**src/rtl/smbto_pkg.sv**
```systemverilog
package smbto_pkg;

   // State of the bus-free detector within one idle interval
   typedef enum logic {
      FD_COUNT = 1'b0,
      FD_FIRED = 1'b1
   } fd_state_e;

   localparam int unsigned DEF_RELOAD_W  = 16;
   localparam int unsigned DEF_FREE_TICK = 10;

endpackage

```
**src/rtl/smbto_low_timer.sv**
```systemverilog
module smbto_low_timer #(
   parameter int unsigned W        = 16,
   parameter bit          SET_WINS = 1'b1
) (
   input  logic         clk,
   input  logic         rst_n,
   input  logic         en,
   input  logic         scl,
   input  logic [W-1:0] reload,
   input  logic         clr,
   output logic         flag
);

   localparam logic [W-1:0] ALL_ONES = {W{1'b1}};

   if (W < 2) begin : g_bad_width
      $error("smbto_low_timer: W must be at least 2");
   end

   logic [W-1:0] cnt_q;
   logic         wrap;

   assign wrap = en && !scl && (cnt_q == ALL_ONES);

   always_ff @(posedge clk or negedge rst_n) begin
      if (!rst_n) begin
         cnt_q <= '0;
      end else if (!en || scl || wrap) begin
         cnt_q <= reload;
      end else begin
         cnt_q <= cnt_q + 1'b1;
      end
   end

   if (SET_WINS) begin : g_set_wins
      always_ff @(posedge clk or negedge rst_n) begin
         if (!rst_n)    flag <= 1'b0;
         else if (!en)  flag <= 1'b0;
         else if (wrap) flag <= 1'b1;
         else if (clr)  flag <= 1'b0;
      end
   end else begin : g_clr_wins
      always_ff @(posedge clk or negedge rst_n) begin
         if (!rst_n)    flag <= 1'b0;
         else if (!en)  flag <= 1'b0;
         else if (clr)  flag <= 1'b0;
         else if (wrap) flag <= 1'b1;
      end
   end


   flag_needs_low_chk: assert property (@(posedge clk) disable iff (!rst_n)
      $rose(flag) |-> !$past(scl));


   flag_sticky_chk: assert property (@(posedge clk) disable iff (!rst_n)
      (flag && en && !clr) |=> flag);


   dis_clears_chk: assert property (@(posedge clk) disable iff (!rst_n)
      !en |=> !flag);

endmodule

```
**src/rtl/smbto_free_detect.sv**
```systemverilog
module smbto_free_detect
   import smbto_pkg::*;
#(
   parameter int unsigned LIMIT = 10
) (
   input  logic clk,
   input  logic rst_n,
   input  logic en,
   input  logic scl,
   input  logic sda,
   input  logic tick,
   output logic evt
);

   localparam int unsigned    CW  = $clog2(LIMIT + 1);
   localparam logic [CW-1:0] LIM = CW'(LIMIT);

   if (LIMIT < 1) begin : g_bad_limit
      $error("smbto_free_detect: LIMIT must be at least 1");
   end

   logic [CW-1:0] cnt_q;
   fd_state_e     st_q;
   logic          idle;

   assign idle = en && scl && sda;

   always_ff @(posedge clk or negedge rst_n) begin
      if (!rst_n) begin
         cnt_q <= '0;
         st_q  <= FD_COUNT;
         evt   <= 1'b0;
      end else begin
         evt <= 1'b0;
         if (!idle) begin
            cnt_q <= '0;
            st_q  <= FD_COUNT;
         end else if (st_q == FD_COUNT && tick) begin
            if (cnt_q == LIM) begin
               evt  <= 1'b1;
               st_q <= FD_FIRED;
            end else begin
               cnt_q <= cnt_q + 1'b1;
            end
         end
      end
   end


   evt_when_idle_chk: assert property (@(posedge clk) disable iff (!rst_n)
      evt |-> $past(en && scl && sda && tick));


   evt_single_chk: assert property (@(posedge clk) disable iff (!rst_n)
      evt |=> !evt);


   evt_dis_chk: assert property (@(posedge clk) disable iff (!rst_n)
      !en |=> !evt);

endmodule

```
**src/rtl/smbus_timeout_mon.sv**
```systemverilog
module smbus_timeout_mon #(
   parameter int unsigned RELOAD_W   = smbto_pkg::DEF_RELOAD_W,
   parameter int unsigned FREE_LIMIT = smbto_pkg::DEF_FREE_TICK,
   parameter bit          SET_WINS   = 1'b1
) (
   input  logic                clk,
   input  logic                rst_n,
   input  logic                scl_i,
   input  logic                sda_i,
   input  logic                src_tick_i,
   input  logic                low_to_en_i,
   input  logic                free_to_en_i,
   input  logic [RELOAD_W-1:0] low_to_reload_i,
   input  logic                low_to_clr_i,
   output logic                low_to_flag_o,
   output logic                free_stop_o
);

   smbto_low_timer #(
      .W        (RELOAD_W),
      .SET_WINS (SET_WINS)
   ) u_low (
      .clk    (clk),
      .rst_n  (rst_n),
      .en     (low_to_en_i),
      .scl    (scl_i),
      .reload (low_to_reload_i),
      .clr    (low_to_clr_i),
      .flag   (low_to_flag_o)
   );

   smbto_free_detect #(
      .LIMIT (FREE_LIMIT)
   ) u_free (
      .clk   (clk),
      .rst_n (rst_n),
      .en    (free_to_en_i),
      .scl   (scl_i),
      .sda   (sda_i),
      .tick  (src_tick_i),
      .evt   (free_stop_o)
   );


   low_needs_scl_low_chk: assert property (@(posedge clk) disable iff (!rst_n)
      (scl_i && !low_to_flag_o) |=> !low_to_flag_o);


   free_needs_lines_chk: assert property (@(posedge clk) disable iff (!rst_n)
      (!scl_i || !sda_i) |=> !free_stop_o);

endmodule

```
**config.mk**
```make
export PLATFORM = sky130hd
export DESIGN_NAME = smbus_timeout_mon
export DESIGN_NICKNAME = d
export VERILOG_FILES = /design/src/rtl/smbto_pkg.sv /design/src/rtl/smbto_low_timer.sv /design/src/rtl/smbto_free_detect.sv /design/src/rtl/smbus_timeout_mon.sv
export SDC_FILE = /design/constraint.sdc
export NUM_CORES = 1
export LEC_CHECK = 0
export ABC_AREA = 1
export BUFFER_PORTS_ARGS = -buffer_cell sky130_fd_sc_hd__buf_4
export CORE_UTILIZATION = 30
export CTS_CLUSTER_SIZE = 16
export DETAILED_ROUTE_END_ITERATION = 10
export SLEW_MARGIN = 20
export SYNTH_ARGS = -nofsm -noshare
export SYNTH_HDL_FRONTEND = slang
export SYNTH_HIERARCHICAL = 1
export SYNTH_SLANG_ARGS = --single-unit
```
**constraint.sdc**
```tcl
create_clock -name clk -period 3.93 [get_ports clk]
set_clock_uncertainty 0.1 [all_clocks]
set_input_delay 0.786 -clock clk [delete_from_list [all_inputs] [get_ports clk]]
set_output_delay 0.786 -clock clk [all_outputs]
set_load 0.05 [all_outputs]
```
======== Yosys cells after proc, flatten, opt, wreduce, memory -nomap -nowiden ========
Index checks and enable logic that the tools add are counted.
word-level totals
  RAM bits ................................ 0
  memories kept ........................... 0
  logic and storage cells ................. 38
  input bits .............................. 24
  bits in latches ......................... 0
  register bits ........................... 23
  bits in read-only memories .............. 0
  output and inout port bits .............. 2
cells by class
  div/mod/pow operators ................... 0
  mux-type cells .......................... 13
  bitwise gates (word level) .............. 1
  multiply operators ...................... 0
  reductions and logical operators ........ 11
  shifts and indexed selects .............. 0
  eq/ne operators ......................... 6
  $lt $le $gt $ge ......................... 0
  add/sub/neg operators ................... 2
operators by type and width
  operator                                                                  number
  16-bit by 1-bit adder with 16-bit output (second input constant)          1
  16-bit equality test (second input constant)                              1
  16-bit two-way mux                                                        1
  4-bit two-way mux                                                         3
  1-bit two-way mux                                                         9
  2-bit inequality test (second input constant)                             3
  1-bit logical AND                                                         5
  4-bit by 1-bit adder with 4-bit output (second input constant)            1
  4-bit equality test (second input constant)                               1
  2-bit AND reduction                                                       2
  3-bit by 1-bit inequality test with 1-bit output (second input constant)  1
  1-bit zero test                                                           2
  1-bit logical OR                                                          2
  1-bit inverter                                                            1

======== Longest topological paths before layout ========
  word-level depth ........................ 5
  depth in mapped cells ................... 10
  depth with buffers taken out ............ 9

======== By module ========
The synthesis kept the hierarchy.
by module, submodules not included
  module             cells an instance  area each (µm²)  instances
  smbto_low_timer    147                1107.3           1
  smbto_free_detect  44                 357.8            1

======== Worst setup path before layout ========
OpenSTA, ideal clock, no wires.
  path type ............................... input port to flip-flop
  from .................................... input port low_to_en_i
  to ...................................... register u_low.cnt_q[0]
  stages .................................. 8
  arrival ................................. 1.489 ns
  path slack .............................. 2.225 ns
  buffers on the path ..................... 1
  cells stage by stage .................... inv_2 > nor2_1 > inv_2 > nor2_8 > clkinv_4 > buf_12 > nand2_2 > nand2_1
between the ends
  cells in the longest elaborated chain, start to end .. 4
  elaborated cells between the ends (all ways) .. 6
  those cells by class .................... mux: 1; reduce/logical: 5
RTL lines
  what                                                          line                                          source
  start: declaration                                            smbus_timeout_mon.sv:11                       input logic low_to_en_i,
  1-bit zero test / 1-bit logical AND (equally long branches)   smbto_low_timer.sv:28, smbto_low_timer.sv:23
  1-bit logical OR / 1-bit logical AND (equally long branches)  smbto_low_timer.sv:28, smbto_low_timer.sv:23
  1-bit logical OR (*)                                          smbto_low_timer.sv:28                         end else if (!en || scl || wrap) begin
  16-bit two-way mux (*)                                        smbto_low_timer.sv:28
  end signal: assignment                                        smbto_low_timer.sv:29                         cnt_q <= reload;
  end signal: assignment                                        smbto_low_timer.sv:31                         cnt_q <= cnt_q + 1'b1;
  end: declaration                                              smbto_low_timer.sv:20                         logic [W-1:0] cnt_q;
Every way passes the cells marked *; elsewhere a longest branch is shown, timed or not.
A chain may end at the register's enable or synchronous reset.

======== Worst setup path after layout ========
  from .................................... register u_low.cnt_q[0]
  to ...................................... register u_low.cnt_q[14]
between the ends
  cells in the longest elaborated chain, start to end .. 4
  elaborated cells between the ends (all ways) .. 5
  those cells by class .................... add/sub: 1; eq/ne: 1; mux: 1; reduce/logical: 2
RTL lines
  what                                                                                              line
  parallel branches: the longest is 3 deep, another holds 16-bit by 1-bit adder with 16-bit output  --
  16-bit two-way mux (*)                                                                            smbto_low_timer.sv:28
Every way passes the cells marked *.

==> run metrics <==
Worst-path clk slew=~80 ps; htree depth=1; reg-to-reg startpoint=u_low/cnt_q[0]; Worst setup SP type=flop; # rows=25; NetSw=0.140 mW; Final min period=1820 ps; CP required=4000 ps; Tot Pwr=0.501 mW; syn_nets=approximately 220; period utilization=a little under half; Slew HR=79.6%; Worst Path Max Fanout=17; leakage=just over 0.9 nW; DR vias=~1200; setup bufs post-CTS=0; Placer Congestion=0.753; r2r setup slk=approximately 2100 ps; FF-to-FF path depth=9; Final Non-Filler Cells=285; share of cells above drive strength 1=26.1%; CTS Buf Count=3; post-cts sizing count=0; drt first-iter violations=40; clk sinks=23; vias per std cell=between 4 and 5; switching share of power=28.0%; GR Util All Layers=12.2%; # IOs=26; die height=71.9 um; Highest Clock Rate=551 MHz; max cap viols=0; I/O Buffers=25; Gate Count Post-Synth=191; Max clock buf depth=2; Comb pwr share=~17%; sequential share of the synthesized area=between 30% and 40%; global-route wire length before repair=4.90 mm; Residual DRC=0; commonest non-fill, non-tap cell in the layout=nand2_1; critical path startpoint=u_low/cnt_q[0]; die area=5170 sq um; initial antenna violation count=0; crit path capture type=flop; maximum VDD drop=0.0990 mV; Hold Buf Count CTS=0; Worst-Margin Slew=306 ps; share of power burned in the clock network=30.0%; Post-Place Worst Slack=between 1500 and 2000 ps; CTS tree=done; Die Wd=roughly 72 um; largest net degree at the start of global routing=24; core area=4720 sq um; Pwr per Cell Area=~290 nW/um^2; P&R area growth vs syn=19.6%; synthesized area=1470 sq um; Pre-Repair DR Iteration Count=4; Crit path arrival time=1880 ps; Inserted Diodes=0; worst min path class=in2async; global route total overflow=0; placed insts=281; final worst slack=2110 ps; clk root buf=clkbuf_8; Hold Vio Cnt, Final=0; final setup TNS=0 ps; Worst Setup Path Type=reg2reg; CP endpoint=u_low/cnt_q[14]; drt total wl=2.76 mm; Yosys cell types=25; RSZ-0062 raised after global routing=false; status=complete, no violations; fin. max-slew vios=0; Clk Latency, worst-skew pair=approximately 270 ps; vias in the first global route=roughly 1100; most frequent cells in the layout=64 x nand2_1, 25 x buf_4, 23 x dfrtp_1; syn_area_per_cell=approximately 7.7 sq um; Ys Warns=6; number of nets in the layout=246; starting density of the core=31.0%; Int Pwr=0.360 mW; setup violators final=0; Flop pwr share=53.4%; WL/cell=9.67 um; synthesis-stage register bit count=23; Routed Antenna Nets=0; Post-DP HPWL=2.06 mm; reg2reg end=u_low/cnt_q[14]
## synthesized netlist by cell type
master / count / area, sq um
nand3_2: 1 / 10.0
nand2_4: 1 / 11.3
o21ai_1: 1 / 5.00
nand2_1: 64 / 240
nand3_1: 14 / 70.1
nand3_4: 1 / 17.5
o21ai_0: 4 / 20.0
xnor2_1: 4 / 35.0
inv_1: 18 / 67.6
dfrtp_1: 23 / 576
nor3_2: 1 / 10.0
nand2_2: 13 / 81.3
inv_2: 4 / 15.0
clkinv_4: 1 / 8.76
ha_1: 3 / 37.5
xor2_1: 4 / 35.0
nor2_4: 3 / 33.8
buf_12: 1 / 20.0
a21oi_1: 1 / 5.00
nand4_1: 5 / 31.3
nor2_8: 2 / 40.0
nor2_1: 19 / 71.3
nor2_2: 1 / 6.26
or2_1: 1 / 6.26
buf_6: 1 / 11.3
## worst min path at each step
stage / slack (ps) / to / startpoint / cells after the start
floorplan: 390 / u_free/cnt_q[0] / rst_n / 0
CTS: 300 / u_free/evt / rst_n / 1
detailed placement: 380 / u_low/flag / u_low/flag / 2
global route: 320 / u_low/cnt_q[14] / rst_n / 1
finish: 300 / u_free/evt / rst_n / 1
global placement: 370 / u_low/flag / u_low/flag / 2
## critical path: stages, from the launching register on
cell and delay (ps):
dfrtp_1 400, ha_1 240, nand3_2 120, inv_2 70
nand2_4 110, nor2_8 60, nor2_8 230, clkinv_4 220
nand2_1 100, nand2_1 50
## routing by layer
| metal | GRT usage, % | vias to the layer above | share of wire (%) |
|---|---|---|---|
| met3 | 1.41 | 4 | 1.6 |
| met4 | 6.10 | 0 | 2.0 |
| met1 | 16.8 | 538 | 52 |
| li1 | - | 647 | - |
| met2 | 18.9 | 16 | 45 |
| met5 | 0 | - | 0 |
## layout make-up
cell class / instances / area, sq um
Sequential cell: 23 / 576
Tap cell: 67 / 83.8
Clock inverter: 1 / 5.00
Fill cell: 500 / 2970
Timing Repair Buffer: 25 / 188
Inverter: 23 / 91.3
Multi-Input combinational cell: 143 / 767
Clock buffer: 3 / 41.3
## cell families after synthesis
logic type / count (synthesis) / synth area share (%)
AOI/OAI and AO/OA: 6 / 2.05
adders and majority gates: 3 / 2.56
buffers and inverters: 25 / 8.37
DFF: 23 / 39.3
xor gates and xnor gates: 8 / 4.78
and+or+nand+nor: 126 / 43.0
## power groups by stage
stage	registers (mW)	logic, mW	clock network (mW)
2_1_floorplan	0.268	0.0563	0
5_1_grt	0.270	0.0970	0.166
6_report	0.267	0.0831	0.150
3_5_place_dp	0.272	0.0843	0
3_3_place_gp	0.272	0.0832	0
4_1_cts	0.267	0.0849	0.161
## flip-flops by register name, summed over array words and instances (netlist names)
name / count
u_free/cnt_q: 4
u_low/flag: 1
u_low/cnt_q: 16
u_free/st_q: 1
u_free/evt: 1
## stage by stage
stage	utilization [%]	instance area [sq um]	hold slack (ps)
final	37.1	1750	298
after CTS	37.1	1750	302
after global routing	37.1	1750	325
after floorplan	-	1470	390
after detailed placement	36.1	1710	384
after global placement	36.1	1710	372
(Power assumes the default switching activity.)
